--- src/rtl/sm_pwm_pkg.sv ---
package sm_pwm_pkg;
   typedef enum logic [1:0] {
      ST_IDLE  = 2'd0,
      ST_PULSE = 2'd1,
      ST_PAUSE = 2'd2
   } chop_state_e;

   localparam int LEG_A = 0;
   localparam int LEG_B = 1;
endpackage

--- src/rtl/sm_mag_extract.sv ---
module sm_mag_extract #(
   parameter int CTRL_W = 8,
   localparam int MAG_W = CTRL_W - 1
) (
   input  logic [CTRL_W-1:0] ctrl,
   output logic [MAG_W-1:0]  mag,
   output logic              neg
);
   logic [CTRL_W-1:0] negated;

   always_comb begin
      neg     = ctrl[CTRL_W-1];
      negated = ~ctrl + CTRL_W'(1);
      if (!neg) begin
         mag = ctrl[MAG_W-1:0];
      end else if (negated[CTRL_W-1]) begin
         // only the most negative word negates onto itself: clamp to full scale
         mag = '1;
      end else begin
         mag = negated[MAG_W-1:0];
      end
   end
endmodule

--- src/rtl/sm_period_timer.sv ---
module sm_period_timer
   import sm_pwm_pkg::*;
#(
   parameter int MAG_W = 7,
   localparam int PERIOD = 1 << MAG_W
) (
   input  logic             clk,
   input  logic             rst_n,
   input  logic             enable,
   input  logic [MAG_W-1:0] mag,
   output logic             load,
   output logic             active
);
   localparam logic [MAG_W:0] PERIOD_V = PERIOD[MAG_W:0];

   chop_state_e      state;
   logic [MAG_W-1:0] pulse_cnt;
   logic [MAG_W:0]   pause_cnt;
   logic [MAG_W+1:0] cnt_sum;

   assign load   = enable && ((state == ST_IDLE) ||
                              (state == ST_PAUSE && pause_cnt == (MAG_W+1)'(1)));
   assign active = (state == ST_PULSE);
   assign cnt_sum = {2'b00, pulse_cnt} + {1'b0, pause_cnt};

   always_ff @(posedge clk or negedge rst_n) begin
      if (!rst_n) begin
         state     <= ST_IDLE;
         pulse_cnt <= '0;
         pause_cnt <= '0;
      end else if (!enable) begin
         state     <= ST_IDLE;
         pulse_cnt <= '0;
         pause_cnt <= '0;
      end else if (load) begin
         pulse_cnt <= mag;
         pause_cnt <= PERIOD_V - {1'b0, mag};
         state     <= (mag != '0) ? ST_PULSE : ST_PAUSE;
      end else begin
         case (state)
            ST_PULSE: begin
               pulse_cnt <= pulse_cnt - MAG_W'(1);
               if (pulse_cnt == MAG_W'(1)) state <= ST_PAUSE;
            end
            ST_PAUSE: pause_cnt <= pause_cnt - (MAG_W+1)'(1);
            default:  state <= ST_IDLE;
         endcase
      end
   end

   // the two loads always add up to one full period
   assert_load_sum_R3: assert property (@(posedge clk) disable iff (!rst_n)
      load |=> (cnt_sum == PERIOD[MAG_W+1:0]));

   // a pause interval never sits on an empty counter
   assert_pause_live_R3: assert property (@(posedge clk) disable iff (!rst_n)
      (state == ST_PAUSE) |-> (pause_cnt != '0));

   // the pulse interval is only entered with work left to do
   assert_pulse_live_R2: assert property (@(posedge clk) disable iff (!rst_n)
      (state == ST_PULSE) |-> (pulse_cnt != '0));
endmodule

--- src/rtl/sm_leg_steer.sv ---
module sm_leg_steer
   import sm_pwm_pkg::*;
#(
   parameter int LEGS = 2
) (
   input  logic            enable,
   input  logic            active,
   input  logic            sign_q,
   output logic [LEGS-1:0] legs
);
   for (genvar g = 0; g < LEGS; g++) begin : g_leg
      // leg A follows a positive sign, leg B a negative one
      logic dir_match;
      if (g == LEG_A) begin : g_pos
         assign dir_match = ~sign_q;
      end else begin : g_neg
         assign dir_match = sign_q;
      end
      assign legs[g] = enable & active & dir_match;
   end
endmodule

--- src/rtl/sm_softchop_pwm.sv ---
module sm_softchop_pwm
   import sm_pwm_pkg::*;
#(
   parameter int CTRL_W = 8,
   localparam int MAG_W = CTRL_W - 1
) (
   input  logic              clk,
   input  logic              rst_n,
   input  logic              enable,
   input  logic [CTRL_W-1:0] ctrl_val,
   output logic              drive_a,
   output logic              drive_b
);
   if (CTRL_W < 3 || CTRL_W > 16) begin : g_bad_width
      $error("sm_softchop_pwm: CTRL_W must lie in 3..16");
   end

   logic [MAG_W-1:0] mag_w;
   logic             neg_w;
   logic             load_w;
   logic             active_w;
   logic             sign_q;
   logic [1:0]       legs_w;

   sm_mag_extract #(.CTRL_W(CTRL_W)) mag_i (
      .ctrl (ctrl_val),
      .mag  (mag_w),
      .neg  (neg_w)
   );

   sm_period_timer #(.MAG_W(MAG_W)) timer_i (
      .clk    (clk),
      .rst_n  (rst_n),
      .enable (enable),
      .mag    (mag_w),
      .load   (load_w),
      .active (active_w)
   );

   always_ff @(posedge clk or negedge rst_n) begin
      if (!rst_n)      sign_q <= 1'b0;
      else if (load_w) sign_q <= neg_w;
   end

   sm_leg_steer #(.LEGS(2)) steer_i (
      .enable (enable),
      .active (active_w),
      .sign_q (sign_q),
      .legs   (legs_w)
   );

   assign drive_a = legs_w[LEG_A];
   assign drive_b = legs_w[LEG_B];

   // soft chopping never drives both legs
   assert_legs_excl_R5: assert property (@(posedge clk) disable iff (!rst_n)
      !(drive_a && drive_b));

   // a disabled block keeps the bridge quiet
   assert_quiet_off_R8: assert property (@(posedge clk) disable iff (!rst_n)
      !enable |-> (!drive_a && !drive_b));

   // the leg choice moves only at a period load
   assert_sign_hold_R9: assert property (@(posedge clk) disable iff (!rst_n)
      !load_w |=> $stable(sign_q));
endmodule

--- config.mk ---
export PLATFORM = sky130hd
export DESIGN_NAME = sm_softchop_pwm
export DESIGN_NICKNAME = d
export VERILOG_FILES = /design/src/rtl/sm_pwm_pkg.sv /design/src/rtl/sm_mag_extract.sv /design/src/rtl/sm_period_timer.sv /design/src/rtl/sm_leg_steer.sv /design/src/rtl/sm_softchop_pwm.sv
export SDC_FILE = /design/constraint.sdc
export NUM_CORES = 1
export LEC_CHECK = 0
export CAP_MARGIN = 15
export CORE_MARGIN = 3
export CORE_UTILIZATION = 40
export CTS_BUF_LIST = sky130_fd_sc_hd__clkbuf_2 sky130_fd_sc_hd__clkbuf_4 sky130_fd_sc_hd__clkbuf_8
export DETAILED_ROUTE_END_ITERATION = 12
export GPL_TIMING_DRIVEN = 0
export PLACE_DENSITY = 0.57
export SLEW_MARGIN = 0
export SYNTH_ARGS = -nofsm -noshare
export SYNTH_HDL_FRONTEND = slang
export SYNTH_SLANG_ARGS = --single-unit
--- constraint.sdc ---
create_clock -name clk -period 2.4 [get_ports clk]
set_clock_uncertainty 0.2 [all_clocks]
set_input_delay 0.48 -clock clk [delete_from_list [all_inputs] [get_ports clk]]
set_output_delay 0.48 -clock clk [all_outputs]
set_load 0.03 [all_outputs]
==> out/metrics.csv, run 1 <==
stage;metric;value;unit
drt;# DRC;0;
timing;fin. max-slew vios;0;
floorplan;die area;4540;um2
drt;DRT iter0 DRCs;88;
worst_setup_path;worst path arrival time;2.47;ns
drt;Wirelength per Cell;15.2;um
grt;total routing usage reported by global routing;0.204;
floorplan;die height;67.4;um
job;max-cap viol count;0;
yosys;post-synth net total;201;
layout;FF/Latch Area;450;um2
grt;pin count of the biggest net entering global routing;19;
floorplan;FP Rows;21;
timing;min cycle time layout;2.52;ns
status;outcome;complete, but fails checks;
yosys;Post-synth EDFFs;0;
floorplan;Core ar.;3470;um2
placed_design;Buffers on Ports;10;
layout;post-route cell area;2000;um2
pwr;Int Pwr;1.03;mW
grt;first-pass GRT wire length;7060;um
yosys;Syn Area/Cell;8.19;um2
clock_tree;H-tree Lvls;1;
clock_tree;Root Buffer Master;clkbuf_8;
pwr;Clk pwr share;0.140;
clock_tree;CTS Buffer Depth;2;
yosys;Seq cells post-synth;18;
grt;vias in the first global route;1485;
hold_path;Hold/Removal Path Class;flip-flop to flip-flop;
layout;area of the multi-input gates;1080;um2
drt;First-pass DRT Iterations;4;
grt;initial antenna violation count;0;
floorplan;IO Pins;13;
layout;share of layout cells above drive strength 1;0.265;
hold_path;Hold Startpoint;timer_i.pulse_cnt[5];
clock_tree;Sink Count;18;
worst_setup_path;Setup CP Type;primary input to flip-flop;
timing;max frequency;0.397;GHz
layout;number of nets in the layout;229;
timing;setup ws final;-0.121;ns
pwr;Reg power frac;0.313;
worst_setup_path;Max Fanout on Critical Path;4;
worst_setup_path;cell chain of the critical path;buf_12, inv_4, ha_4, nand2b_4, o22ai_4, ha_2, or4b_4, or4_4, a32o_1;
floorplan;die width;67.4;um
worst_setup_path;slowest CP cell;or4b_4;
drt;Routed WL;3910;um
placed_design;routability cong.;0.844;
worst_setup_path;Buffers & Inverters on Critical Path;2;
drt;antenna-violating nets left;0;
pwr;VDD IR max;0.513;mV
pwr;Pwr per Cell Area;916;nW/um2
clock_tree;TritonCTS clock tree;done;
clock_tree;hold_buf cts;0;
timing;slew margin rel.;0.419;
clock_tree;Reg clk slew, reported paths;0.07;ns
floorplan;Initial Util;0.435;
yosys;post-synth cell types;55;
timing;crit share post-route;1.05;
status;failing checks;negative setup slack;
worst_setup_path;CP startpoint;ctrl_val[0];
pwr;total chip power;1.83;mW
worst_setup_path;CP max stage delay;0.47;ns
timing;Worst Max-Slew Pin Slew;0.869;ns
yosys;synthesized cell area;1510;um2
worst_setup_path;CP Launch Type;primary input;
drt;Vias per Instance;5.68;
placed_design;hpwl dp;2870;um
yosys;register area share after synthesis;0.299;
clock_tree;clk_lat worst skew;0.26;ns
pwr;combinational share of power;0.547;
worst_setup_path;Crit. End Element;flip-flop;
pwr;Sw Ratio;0.438;
yosys;Post-Syn Instances;184;
layout;filler instances;331;
placed_design;DP Area;1730;um2
yosys;ys flop type;dfrtp_1;
pwr;Pleak;0.823;nW
worst_setup_path;CP required;2.35;ns
clock_tree;TritonCTS Buffers;3;
layout;synth-to-layout area growth;32.4;%
timing;unrepaired setup endpoints after global routing;yes;
drt;via count;1460;
pwr;Psw;0.801;mW
timing;final hold vios;0;
worst_setup_path;FF-to-FF Start;timer_i.pause_cnt[1];
layout;# diodes;0;
worst_setup_path;Top delay family on crit path;simple AND/OR/NAND/NOR gates;
timing;# setup viols final;3;
yosys;Synth Warn #;0;
grt;total grt overflow;0;
yosys;asr flop ratio synth;1.00;
## worst paths after layout
path                                         to  slack [ns]  cells past startpoint
max                        timer_i.pause_cnt[6]       -0.12                      9
min                        timer_i.pulse_cnt[5]        0.31                      1
max reg2reg                timer_i.pause_cnt[5]        0.14                      8
min reg2reg                timer_i.pulse_cnt[5]        0.31                      1
max in group asynchronous  timer_i.pause_cnt[5]        0.95                      1
min in group asynchronous  timer_i.pulse_cnt[3]        0.51                      1
## state kept, by name, summed over array words and instances, names as in the netlist
| register | flops |
|---|---|
| timer_i.pause_cnt | 8 |
| sign_q | 1 |
| timer_i.state | 2 |
| timer_i.pulse_cnt | 7 |
## layout make-up
class | count | share of cell area
multi-input combinational | 147 | 0.540
timing repair buffer | 24 | 0.112
tap | 46 | 0.0288
buffer | 8 | 0.0432
inverter | 10 | 0.0226
sequential | 18 | 0.226
clock buffer | 4 | 0.0276
## cells by family (layout without fill, tap and decap cells)
family,Yosys count,in the layout,share of synthesized area
multiplexers,5,5,0.0349
adder cells (fa/ha/maj),6,6,0.0498
XOR/XNOR,6,6,0.0349
AND/OR/NAND/NOR,72,72,0.256
AO/OA/AOI/OAI,58,58,0.272
flip-flops,18,18,0.299
buffers and inverters,19,46,0.0539
## layer usage
layer	track usage	vias to the layer above	share of wire
met5	0	-	0
met4	0.0734	0	0.020
met1	0.270	683	0.48
met3	0.0366	8	0.032
met2	0.333	27	0.47
li1	-	742	-
## synth_stat cells (4+ instances only)
cell type,instances,area (um2)
dfrtp_1,18,450
nand3_1,4,20.0
nand2b_1,4,25.0
inv_1,10,37.5
nor3_1,5,25.0
nand2_1,20,75.1
a21oi_1,6,30.0
nor2_1,15,56.3
clkbuf_1,6,22.5
o21ai_0,18,90.1
ha_1,6,75.1
## timing repair
item	CTS	global route
buffers inserted	13	1
pin swaps	9	2
endpoints found under the setup margin	18	11
cloned	0	0
gates resized for setup	71	8
## power by group through the flow
stage	clock (mW)	combinational, mW	sequential [mW]
detailed placement	0	0.903	0.565
CTS	0.261	0.970	0.566
global placement	0	0.889	0.559
global route	0.273	1.14	0.598
floorplan	0	0.698	0.532
finish	0.256	1.00	0.572
## layout by cell type, fill, tap and decap left out, types with 2 or more instances in the layout
master,instances
o211ai_1,2
or3b_4,2
nor2_1,13
buf_6,2
a31oi_1,2
xor2_1,3
inv_4,3
a21oi_1,5
clkbuf_8,6
o221ai_1,2
a32o_1,2
or4_4,2
nor4_1,2
buf_8,3
dfrtp_1,18
o21a_1,2
nor3_1,5
xnor2_1,3
buf_4,16
or3_1,3
nand2b_1,3
mux2i_1,3
nand3_1,4
clkbuf_1,3
inv_1,7
mux2_2,2
a22o_1,2
o21ai_0,18
a21boi_0,3
ha_1,4
nor2b_1,3
nand2_1,20
nor3b_1,2
buf_12,3
## stage by stage
step / std cells / TNS [ns] / hold WS [ns] / worst slack [ns] / util
4_1_cts: 256 / -0.178 / 0.311 / -0.110 / 0.567
6_report: 257 / -0.281 / 0.309 / -0.121 / 0.576
2_1_floorplan: 184 / -1.01 / -0.0156 / -0.386 / -
5_1_grt: 257 / -0.428 / 0.354 / -0.158 / 0.576
3_3_place_gp: 240 / -10.55 / 0.289 / -1.16 / 0.499
3_5_place_dp: 240 / -11.29 / 0.300 / -1.18 / 0.499
(Power assumes the default switching activity.)
==> run 2, diff against run 1 <==
Settings changed: GPL_ROUTABILITY_DRIVEN from default to 0.
==> results of run 2 <==
Same layout as run 1: the final DEF is identical, and so are final timing and power.
==> run 3, diff against run 2 <==
Settings changed: CAP_MARGIN 15 to 10.
==> results of run 3 <==
Same layout as run 1: the final DEF is identical, and so are final timing and power.
